## src/rtl/gc_pkg.sv

```systemverilog
`timescale 1ns/1ps
package gc_pkg;

  typedef enum logic [1:0] {
    PH_IDLE = 2'd0,
    PH_HELD = 2'd1,
    PH_GAP  = 2'd2
  } phase_t;

  localparam logic [2:0] RES_NONE   = 3'd0;
  localparam logic [2:0] RES_SINGLE = 3'd1;
  localparam logic [2:0] RES_DOUBLE = 3'd2;
  localparam logic [2:0] RES_HOLD   = 3'd3;

  // zero request falls back to the default duration
  function automatic logic [31:0] eff_ms(input logic [31:0] ms, input logic [31:0] dflt);
    return (ms == 32'd0) ? dflt : ms;
  endfunction

  // milliseconds to ticks: clock kHz times ms, divided by the prescale ratio
  function automatic logic [31:0] ms_to_ticks(input logic [31:0] ms,
                                              input logic [31:0] khz,
                                              input int unsigned sh);
    logic [63:0] prod;
    prod = {32'd0, khz} * {32'd0, ms};
    prod = prod >> sh;
    return prod[31:0];
  endfunction

endpackage

```

## src/rtl/gc_sync.sv

```systemverilog
`timescale 1ns/1ps
module gc_sync #(
  parameter int STAGES = 2
) (
  input  logic clk,
  input  logic rst,
  input  logic d,
  output logic q
);
  logic [STAGES-1:0] sr;

  always_ff @(posedge clk or posedge rst) begin
    if (rst) sr <= '0;
    else     sr <= {sr[STAGES-2:0], d};
  end

  assign q = sr[STAGES-1];
endmodule

```

## src/rtl/gc_tick_timer.sv

```systemverilog
`timescale 1ns/1ps
module gc_tick_timer #(
  parameter int PRESC_BITS = 10,
  parameter int CNT_W      = 16
) (
  input  logic             clk,
  input  logic             rst,
  output logic             tick_stb,
  output logic [CNT_W-1:0] tick_cnt
);
  localparam logic [PRESC_BITS-1:0] PRE_ONE = PRESC_BITS'(1);
  localparam logic [CNT_W-1:0]      CNT_ONE = CNT_W'(1);

  logic [PRESC_BITS-1:0] pre;

  assign tick_stb = &pre;

  always_ff @(posedge clk or posedge rst) begin
    if (rst) begin
      pre      <= '0;
      tick_cnt <= '0;
    end else begin
      pre <= pre + PRE_ONE;
      if (tick_stb) tick_cnt <= tick_cnt + CNT_ONE;
    end
  end
endmodule

```

## src/rtl/gc_deadline.sv

```systemverilog
`timescale 1ns/1ps
module gc_deadline
  import gc_pkg::*;
#(
  parameter int CNT_W      = 16,
  parameter int MS_W       = 16,
  parameter int CLK_KHZ    = 48000,
  parameter int PRESC_BITS = 10,
  parameter int WIN_MS     = 500,
  parameter int DEF_MS     = 1000
) (
  input  logic             clk,
  input  logic             rst,
  input  logic [CNT_W-1:0] tick_cnt,
  input  logic [MS_W-1:0]  hold_ms,
  input  logic             arm_hold,
  input  logic             arm_win,
  output logic             deadline_hit
);
  localparam logic [CNT_W-1:0] WIN_TICKS =
    CNT_W'(ms_to_ticks(32'(WIN_MS), 32'(CLK_KHZ), PRESC_BITS));

  logic [CNT_W-1:0] hold_ticks;
  logic [CNT_W-1:0] target;

  assign hold_ticks = CNT_W'(ms_to_ticks(eff_ms(32'(hold_ms), 32'(DEF_MS)),
                                         32'(CLK_KHZ), PRESC_BITS));

  // sums wrap modulo 2^CNT_W on purpose
  always_ff @(posedge clk or posedge rst) begin
    if (rst)           target <= '0;
    else if (arm_hold) target <= tick_cnt + hold_ticks;
    else if (arm_win)  target <= tick_cnt + WIN_TICKS;
  end

  assign deadline_hit = (tick_cnt == target);
endmodule

```

## src/rtl/gc_fsm.sv

```systemverilog
`timescale 1ns/1ps
module gc_fsm
  import gc_pkg::*;
(
  input  logic       clk,
  input  logic       rst,
  input  logic       start,
  input  logic       btn_s,
  input  logic       deadline_hit,
  output logic       arm_hold,
  output logic       arm_win,
  output phase_t     phase,
  output logic       done,
  output logic [2:0] result
);
  phase_t     ph_nx;
  logic       fin;
  logic [2:0] res_nx;

  always_comb begin
    ph_nx    = phase;
    arm_hold = 1'b0;
    arm_win  = 1'b0;
    fin      = 1'b0;
    res_nx   = RES_NONE;
    case (phase)
      PH_IDLE: begin
        if (start) begin
          if (btn_s) begin
            arm_hold = 1'b1;
            ph_nx    = PH_HELD;
          end else begin
            fin    = 1'b1;
            res_nx = RES_NONE;
          end
        end
      end
      PH_HELD: begin
        if (!btn_s) begin
          arm_win = 1'b1;
          ph_nx   = PH_GAP;
        end else if (deadline_hit) begin
          fin    = 1'b1;
          res_nx = RES_HOLD;
          ph_nx  = PH_IDLE;
        end
      end
      PH_GAP: begin
        if (btn_s) begin
          fin    = 1'b1;
          res_nx = RES_DOUBLE;
          ph_nx  = PH_IDLE;
        end else if (deadline_hit) begin
          fin    = 1'b1;
          res_nx = RES_SINGLE;
          ph_nx  = PH_IDLE;
        end
      end
      default: ph_nx = PH_IDLE;
    endcase
  end

  always_ff @(posedge clk or posedge rst) begin
    if (rst) begin
      phase  <= PH_IDLE;
      done   <= 1'b0;
      result <= RES_NONE;
    end else begin
      phase <= ph_nx;
      done  <= fin;
      if (fin) result <= res_nx;
    end
  end
endmodule

```

## src/rtl/gesture_classifier.sv

```systemverilog
`timescale 1ns/1ps
module gesture_classifier
  import gc_pkg::*;
#(
  parameter int CLK_KHZ     = 48000,
  parameter int PRESC_BITS  = 10,
  parameter int CNT_W       = 16,
  parameter int MS_W        = 16,
  parameter int WIN_MS      = 500,
  parameter int DEF_MS      = 1000,
  parameter int SYNC_STAGES = 2
) (
  input  logic            clk,
  input  logic            rst,
  input  logic            btn_raw,
  input  logic            start,
  input  logic [MS_W-1:0] hold_ms,
  output logic            done,
  output logic [2:0]      result
);
  logic             btn_s;
  logic             tick_stb;
  logic [CNT_W-1:0] tick_cnt;
  logic             deadline_hit;
  logic             arm_hold;
  logic             arm_win;
  phase_t           phase;

  // named events for the checker
  logic busy, in_held, in_gap;
  assign busy    = (phase != PH_IDLE);
  assign in_held = (phase == PH_HELD);
  assign in_gap  = (phase == PH_GAP);

  gc_sync #(.STAGES(SYNC_STAGES)) sync_i (
    .clk(clk), .rst(rst), .d(btn_raw), .q(btn_s)
  );

  gc_tick_timer #(.PRESC_BITS(PRESC_BITS), .CNT_W(CNT_W)) timer_i (
    .clk(clk), .rst(rst), .tick_stb(tick_stb), .tick_cnt(tick_cnt)
  );

  gc_deadline #(
    .CNT_W(CNT_W), .MS_W(MS_W), .CLK_KHZ(CLK_KHZ),
    .PRESC_BITS(PRESC_BITS), .WIN_MS(WIN_MS), .DEF_MS(DEF_MS)
  ) dl_i (
    .clk(clk), .rst(rst), .tick_cnt(tick_cnt), .hold_ms(hold_ms),
    .arm_hold(arm_hold), .arm_win(arm_win), .deadline_hit(deadline_hit)
  );

  gc_fsm fsm_i (
    .clk(clk), .rst(rst), .start(start), .btn_s(btn_s),
    .deadline_hit(deadline_hit), .arm_hold(arm_hold), .arm_win(arm_win),
    .phase(phase), .done(done), .result(result)
  );
endmodule

```

## config.mk

```make
export PLATFORM = sky130hd
export DESIGN_NAME = gesture_classifier
export DESIGN_NICKNAME = d
export VERILOG_FILES = /design/src/rtl/gc_pkg.sv /design/src/rtl/gc_sync.sv /design/src/rtl/gc_tick_timer.sv /design/src/rtl/gc_deadline.sv /design/src/rtl/gc_fsm.sv /design/src/rtl/gesture_classifier.sv
export SDC_FILE = /design/constraint.sdc
export NUM_CORES = 1
export LEC_CHECK = 0
export BUFFER_PORTS_ARGS = -buffer_cell sky130_fd_sc_hd__buf_4
export CAP_MARGIN = 10
export CORE_AREA = 2 2 126 128
export DETAILED_ROUTE_END_ITERATION = 6
export DIE_AREA = 0 0 128 130
export HOLD_SLACK_MARGIN = 0.1
export SETUP_SLACK_MARGIN = 0.3
export SLEW_MARGIN = 20
export SYNTH_ARGS = -nofsm -noshare
export SYNTH_HDL_FRONTEND = slang
export SYNTH_SLANG_ARGS = --single-unit
export TNS_END_PERCENT = 5
```

## constraint.sdc

```tcl
create_clock -name clk -period 5.92 [get_ports clk]
set_input_delay 0 -clock clk [delete_from_list [all_inputs] [get_ports clk]]
set_output_delay 0 -clock clk [all_outputs]
set_load 0.02 [all_outputs]
```

==> results.txt, run 1 <==
The first global-routing pass estimated 23,100 um of wire. The average instance in the mapped netlist occupies 8.98 sq um. In this run the worst path has a maximum fanout of 8. Summed over all nets, the half-perimeter wirelength after detailed placement is 10,900 um. The tools report the worst setup path endpoint as dl_i.target[15]. The share of Yosys cell area claimed by the top area cell type is 0.206.

The arrival time of the worst setup path is 6030 ps. The slowest stage of the critical path belongs to the cell sky130_fd_sc_hd__fa_1. During synthesis, Yosys emitted a total of 0 warnings.

The clock network fraction of total power was 0.095; the area fraction in and, or, nand and nor cells after synthesis was 0.131. The run gives 46 as the number of rows in the core area. The count of clock tree sinks is 49, and the xor-xnor portion of the synthesized cell area is 0.101.

Cell repeated most along the worst path: sky130_fd_sc_hd__inv_1. 24 I/O pins were placed. Once placement finished, the instance area stood at 7150 sq um. The switching portion of total power was 0.429; the headroom to the max-slew limit was 0.349.

The minimum period implied by the final worst setup slack was 5830 ps. The most common cell in the synthesized netlist is sky130_fd_sc_hd__inv_1. Summed over all cells, the static leakage comes to 0.00384 uW. The count of flip-flops with a built-in enable after synthesis came out at 0. The synthesized design contains 49 register bits.

The final layout contains 928 nets. The tools report the number of antenna violations at the first check in global routing as 0. For the pin with the worst max-slew slack, the measured transition is 968 ps.

For the area of the mapped netlist, the log shows 5950 sq um. In this run the critical register-to-register path is captured at dl_i.target[15]. In the post-synthesis netlist, the biggest area contributors are sky130_fd_sc_hd__dfrtp_1 21%, sky130_fd_sc_hd__fa_1 19%, sky130_fd_sc_hd__ha_1 16%. Compared with the post-synthesis result, the final layout area differs by 28.3%. 0 antenna diodes ended up in the layout.

The count of pins over their slew limit is 0. Setup repair after global routing could not meet its margin everywhere. The flow ran to the end, and the final reports show no timing, DRC or antenna violations. Hold violation total from the final report: 0. The run gives 15,400 sq um as the area of the placeable core. In this run the critical register-to-register path is launched from fsm_i.phase[0]. After the first detailed-routing iteration, the DRC count stood at 141.

Chip height: 130 um. After detailed routing, the total wire length is 13,000 um. In the routed layout, each cell is associated on average with a via count of 4.80.

The run gives 0.145 as the fraction of power consumed by sequential logic. Launching instance or port of the critical path: hold_ms[1]. The dominant cell type by area after synthesis is sky130_fd_sc_hd__dfrtp_1. The count of nets left with antenna violations once routing finished came out at 0. The horizontal die dimension was 128 um; the share of cell area taken by muxes after synthesis was 0.00357. After synthesis, the largest family of logic cells by area is adder cells.

The worst setup path is of the primary input to flop kind. Setup violations remaining at the end of the flow were counted as 0. Utilization after layout: 0.495. In the synthesized netlist, the number of instances is 663. For the starting density of the core, the log shows 0.386.

After detailed routing, the number of remaining DRC violations is 0. STA classifies the critical path startpoint as a primary input. Depth of the CTS H-tree: 2. The via count of the first global-routing pass is 4,999, and the post-route clock skew is 4.27 ps.

TritonCTS created 5 clock buffers. Summed over all layers, the global routing overflow is 0. Yosys mapped the design onto 52 distinct sky130hd cell types. The overall fraction of global-route tracks in use is 0.170. The tools report the overall via count from detail_route as 4,632. Buffers placed on the I/O ports in this run total 22. Switching power summed over all nets: 1300 uW.

The tools report the clock tree root driver cell as sky130_fd_sc_hd__clkbuf_16. Across all register-to-register paths, the minimum setup slack is 2190 ps. For the global-route met1 utilization, the log shows 0.216. The worst setup path is captured at a flop.

The met2 track utilization from global routing is 0.316. The later pin in the worst-skew pair is clocked with a latency of 280 ps. The run gives 16,600 sq um as the area of the die. In the synthesized netlist the dominant register cell turns out to be sky130_fd_sc_hd__dfrtp_1. Number of filler instances in the final layout: 1,457. The final clock period utilization by the worst path is 0.985.

Logic gate share of total power: 0.760. The run gives 0.0152 as the met3 track demand over resource. For this design the ratio of total power to cell area is 397 nW/um^2.

The largest voltage drop on the vdd net was 0.000188 V. The first detailed-routing pass took 4 iterations. The compound-cell area share of the yosys netlist was 0.0981; the share of flip-flops with an asynchronous set or reset was 1.00. Post-synthesis adder-cell area fraction: 0.357. The sequential area share after synthesis was 0.206; the ratio of cells with drive above 1 in the final layout was 0.244. By count the netlist is led by 153 x sky130_fd_sc_hd__inv_1, 77 x sky130_fd_sc_hd__ha_1, 58 x sky130_fd_sc_hd__fa_1, 49 x sky130_fd_sc_hd__dfrtp_1, 49 x sky130_fd_sc_hd__xnor2_1. The internal power of the cells totals 1730 uW. The required time of the worst setup path came out at 6120 ps. TritonCTS built the clock tree. In this run the most used layer during global routing was met2. After clock tree synthesis, the clock-pin slew on the worst setup and hold paths is 60 ps. When the netlist entered floorplanning its net count stood at 818. Final cell area excluding filler cells: 7640 sq um. The number of max-capacitance violations reported came out at 0. The depth of the most critical reg-to-reg path works out to 14. The worst-case setup margin in the final layout came out at 90.6 ps.

The largest single stage delay on the critical path is 540 ps. No sink is reached through more buffers than the 2 on the longest clock path. The path class of the tightest hold or removal check is primary input to flop. The final RePlAce weighted congestion was 0.814; the aggregate negative setup slack was 0 ps. The run gives -444 ps as the setup slack after placement. Wire length per cell: 13.4 um. The top achievable clock speed was 0.172 GHz. The largest net degree at the start of global routing was 50.
-- sequential cells by signal, indices dropped and copies added, names as in the netlist --
register / flops
timer_i.pre: 10
dl_i.target: 16
sync_i.sr: 2
timer_i.tick_cnt: 16
fsm_i.done: 1
fsm_i.phase: 2
fsm_i.result: 2
-- what timing repair did --
item,CTS,global route
pin swaps,38,11
gates resized for setup,25,14
hold buffers,2,0
endpoints found under the hold margin,50,0
setup buffers,12,1
endpoints found under the setup margin,5,5
-- metal layers --
layer | vias up | wire (um)
met2 | 47 | 6740
met1 | 2242 | 5760
met5 | - | 0
met3 | 18 | 269
li1 | 2325 | -
met4 | 0 | 217
-- logic make-up after synthesis --
family	count (synthesis)
xor+xnor	67
buf+inv	162
simple gates	159
flops	49
other cells	1
compound gates	88
fa+ha+maj	135
mux	2
-- power by group through the flow --
stage / registers [uW] / clock network, uW / logic [uW]
4_1_cts: 440 / 294 / 2260
5_1_grt: 447 / 311 / 2600
2_1_floorplan: 442 / 0 / 1480
3_3_place_gp: 443 / 0 / 2040
6_report: 440 / 288 / 2310
3_5_place_dp: 446 / 0 / 2070
-- cell usage in the layout, fill, tap and decap left out, types with 3 or more instances in the layout --
master                        n
sky130_fd_sc_hd__inv_1      141
sky130_fd_sc_hd__buf_4      104
sky130_fd_sc_hd__ha_1        62
sky130_fd_sc_hd__fa_1        57
sky130_fd_sc_hd__dfrtp_1     49
sky130_fd_sc_hd__xnor2_1     48
sky130_fd_sc_hd__nand2_1     41
sky130_fd_sc_hd__nor2_1      33
sky130_fd_sc_hd__o21ai_0     21
sky130_fd_sc_hd__a21oi_1     19
sky130_fd_sc_hd__xor2_1      17
sky130_fd_sc_hd__nand3_1     13
sky130_fd_sc_hd__ha_4        11
sky130_fd_sc_hd__and3_1       9
sky130_fd_sc_hd__nand4_1      9
sky130_fd_sc_hd__nand2b_1     9
sky130_fd_sc_hd__a21o_1       8
sky130_fd_sc_hd__inv_2        6
sky130_fd_sc_hd__nor3_1       6
sky130_fd_sc_hd__a211oi_1     6
sky130_fd_sc_hd__or3_1        5
sky130_fd_sc_hd__clkbuf_16    5
sky130_fd_sc_hd__nor2b_1      4
sky130_fd_sc_hd__nand2b_4     4
sky130_fd_sc_hd__ha_2         4
sky130_fd_sc_hd__nand2_2      3
sky130_fd_sc_hd__or2_2        3
sky130_fd_sc_hd__o31ai_1      3
sky130_fd_sc_hd__a211oi_2     3
sky130_fd_sc_hd__o21ai_1      3
sky130_fd_sc_hd__and2_1       3
sky130_fd_sc_hd__a31oi_1      3
sky130_fd_sc_hd__buf_12       3
-- cell type report --
| class | instances | area [sq um] | share of cell area |
|---|---|---|---|
| multi-input combinational | 452 | 4510 | 0.591 |
| sequential | 49 | 1230 | 0.160 |
| timing repair buffer | 112 | 898 | 0.118 |
| inverter | 153 | 611 | 0.0799 |
| tap | 192 | 240 | 0.0314 |
| clock buffer | 6 | 139 | 0.0182 |
| clock inverter | 2 | 13.8 | 0.00180 |
-- critical path, delay by kind of cell --
kind            cells  cell delay [ps]
compound gates      5             1170
fa+ha+maj           7             2580
simple gates        9              910
buf+inv            10              950
xor+xnor            2              390
-- worst min path at each step --
stage / startpoint / end / slack [ps] / cells past startpoint
after CTS: start / dl_i.target[15] / 130 / 3
after global placement: btn_raw / sync_i.sr[0] / 110 / 1
after global routing: start / dl_i.target[15] / 130 / 3
final: start / dl_i.target[15] / 120 / 3
after floorplan: btn_raw / sync_i.sr[0] / 30 / 0
after detailed placement: btn_raw / sync_i.sr[0] / 110 / 1
-- through the flow --
step / cells / hold WS [ps] / total power [uW]
floorplan: 663 / 31.4 / 1920
global placement: 943 / 110 / 2480
detailed placement: 943 / 111 / 2510
CTS: 965 / 128 / 3000
global route: 966 / 128 / 3360
finish: 966 / 119 / 3030
(Power assumes the default switching activity.)
==> inputs of run 2 (changes only) <==
- BUFFER_PORTS_ARGS: -buffer_cell sky130_fd_sc_hd__buf_4 -> unset
- DONT_BUFFER_PORTS: unset -> 1
- PLACE_DENSITY: unset -> 0.6
- SLEW_MARGIN: 20 -> unset
==> run 2 against run 1 <==
Against the previous run: die area stayed put; register-to-register slack worse by 130 ps; global-route usage shrank 0.16 points; critical path type unchanged; utilization shrank 2.2 points; largest cell class unchanged.
==> results.txt, run 2 (same netlist as run 1, synthesis figures left out) <==
At the end of routability-driven placement, the weighted congestion stood at 0.880. The hold violation total from the final report was 0. Leaving out fill and tap cells, the most frequent cells in the layout are 133 x sky130_fd_sc_hd__inv_1, 61 x sky130_fd_sc_hd__buf_4, 59 x sky130_fd_sc_hd__ha_1.

The logs give 117 ps for the worst hold margin and -204 ps for the setup slack after placement. Timing would allow up to 0.181 GHz. The overall via count from detail_route was 4,494; the number of buffers on the longest clock path was 2. In this run the worst path has a maximum fanout of 8. The run gives 10,800 um as the detailed placer's ending HPWL.

Data arrives at the worst endpoint at 5740 ps. For this design the ratio of total power to cell area is 416 nW/um^2. The run gives 0 as the number of max-capacitance violations reported. After detailed routing, the average wire length per cell comes to 14.2 um.

Leaving out fill and tap cells, the most frequent cell in the layout is sky130_fd_sc_hd__inv_1. The run gives 6820 sq um as the total placed instance area. VDD sags by at most 0.000172 V.

The critical path is of the primary input to flop type. Entering global routing, the biggest net connects 50 pins. The flow ran to the end, and the final reports show no timing, DRC or antenna violations. Minimum period implied by the final worst setup slack: 5530 ps. At the pin with the least slew margin, the transition time is 1030 ps. The headroom to the max-slew limit is 0.315. On the final layout, the worst clock skew is 6.21 ps. The tools report the number of rows in the core area as 46.

The chip height was 130 um. Ratio of cells with drive above 1 in the final layout: 0.212. For the first-pass iteration count of the detailed router, the log shows 4. The starting density of the core was 0.386.

Summed over all cells, the static leakage comes to 0.00361 uW. Setup repair after global routing could not meet its margin everywhere. The kind of capture point of the worst setup path was a flop. The number of antenna violations at the first check in global routing came out at 0.

Compared with the post-synthesis result, the final layout area differs by 22.6%. For the utilization after layout, the log shows 0.473. The count of buffers added on input and output ports is 0. Setup violations remaining at the end of the flow were counted as 0. For the count of clock tree sinks, the log shows 49. Summing all non-filler instances in the final layout gives an area of 7300 sq um.

For the worst-case setup margin in the final layout, the log shows 393 ps. Clock input transition at the sequential cells of the worst setup and hold paths: 70 ps. STA classifies the critical path startpoint as a primary input. In this run the clock root is driven by a sky130_fd_sc_hd__clkbuf_16.

After detailed routing, the number of vias per cell comes to 4.87. The worst hold path belongs to the class primary input to flop. The count of nets left with antenna violations once routing finished came out at 0. The overall fraction of global-route tracks in use was 0.168; the area of the die was 16,600 sq um. The first global-routing pass estimated 22,400 um of wire. The total congestion overflow was 0; the required time of the worst setup path was 6130 ps.

The floorplan step defined a core boundary enclosing 15,400 sq um. The overall power of the completed layout is 3040 uW. During I/O placement, the number of pins put on the boundary was 24. The final layout contains 885 nets.

The via count of the first global-routing pass was 4,791; the insertion delay of the later-clocked pin in the worst-skew pair was 290 ps. TritonCTS built the clock tree. The count of pins over their slew limit came out at 0. The largest registers in the layout are dl_i.target x16, timer_i.tick_cnt x16, timer_i.pre x10. The final clock period utilization by the worst path came out at 0.934. After detailed routing, the number of remaining DRC violations is 0. The final wirelength was 13,100 um; the depth of the CTS H-tree was 2. The die is 128 um wide. 0 antenna diodes ended up in the layout. The number of design-rule violations left by the first detailed-router iteration is 228, and the total CTS buffers is 5.
[run 2: changes by cell type in the layout (fill, tap and decap cells not counted), sizes merged]
cell,delta
buf,-44
clkbuf,-1
clkinv,-3
clkinvlp,+1
dlygate4sd3,+1
inv,+3
[run 2: critical path: stages]
cell and delay [ps]:
sky130_fd_sc_hd__inv_1 90, sky130_fd_sc_hd__ha_2 170, sky130_fd_sc_hd__and3_4 220, sky130_fd_sc_hd__nand3_4 80
sky130_fd_sc_hd__buf_12 160, sky130_fd_sc_hd__nand2_2 90, sky130_fd_sc_hd__inv_2 50, sky130_fd_sc_hd__fa_1 500
sky130_fd_sc_hd__inv_1 50, sky130_fd_sc_hd__fa_1 500, sky130_fd_sc_hd__inv_1 50, sky130_fd_sc_hd__fa_1 470
sky130_fd_sc_hd__inv_1 50, sky130_fd_sc_hd__fa_1 540, sky130_fd_sc_hd__inv_1 70, sky130_fd_sc_hd__ha_4 250
sky130_fd_sc_hd__and2_1 150, sky130_fd_sc_hd__a22oi_2 140, sky130_fd_sc_hd__nand3b_1 120, sky130_fd_sc_hd__xor2_1 150
sky130_fd_sc_hd__nand2b_1 150, sky130_fd_sc_hd__ha_2 200, sky130_fd_sc_hd__or3_4 370, sky130_fd_sc_hd__a311oi_4 290
sky130_fd_sc_hd__nor2_2 90, sky130_fd_sc_hd__o311ai_4 240, sky130_fd_sc_hd__xnor3_1 270, sky130_fd_sc_hd__a211oi_2 180
[run 2: path summary, 6_finish.rpt]
| path | from | end | slack [ps] | cells after the start |
|---|---|---|---|---|
| worst min register to register | sync_i.sr[0] | sync_i.sr[1] | 350 | 0 |
| max in group asynchronous | rst | timer_i.tick_cnt[8] | 4860 | 2 |
| min in group asynchronous | rst | dl_i.target[0] | 420 | 2 |
| worst max-delay path | hold_ms[12] | dl_i.target[15] | 390 | 28 |
| worst max register to register | fsm_i.phase[1] | dl_i.target[14] | 2060 | 16 |
| worst min-delay path | start | fsm_i.phase[0] | 120 | 2 |
[run 2: per-stage QoR]
| stage | instances | TNS (ps) |
|---|---|---|
| after global placement | 899 | -198 |
| after detailed placement | 899 | -294 |
| final | 923 | 0 |
| after global routing | 923 | 0 |
| after floorplan | 663 | 0 |
| after CTS | 920 | 0 |
[run 2: routing by layer]
| metal | global-route usage | vias to the layer above | part of all wire |
|---|---|---|---|
| met5 | 0 | - | 0 |
| met4 | 0.0549 | 0 | 0.023 |
| met3 | 0.0148 | 20 | 0.020 |
| met2 | 0.310 | 48 | 0.51 |
| met1 | 0.208 | 2187 | 0.44 |
| li1 | - | 2239 | - |
[run 2: layout make-up]
class                   count  area [sq um]
inverters                 153           604
clock inverters             3          21.3
multi-input cells         452          4530
clock buffers               5           125
flip-flops and latches     49          1230
fillers                  1494          8120
well taps                 192           240
repair buffers             69           553
[run 2: report_power, final]
| group | internal (uW) | leakage, uW | total (uW) | switching, uW |
|---|---|---|---|---|
| sequential | 395 | 0.000621 | 448 | 52.2 |
| clock | 157 | 0.0000702 | 287 | 129 |
| combinational | 1150 | 0.00291 | 2300 | 1160 |
[run 2: what timing repair did]
item | CTS | global route
hold buffers | 3 | 0
setup buffers | 10 | 3
hold endpoints to repair | 55 | 0
gates resized for setup | 38 | 11
pin swaps | 47 | 16
endpoints found under the setup margin | 3 | 5
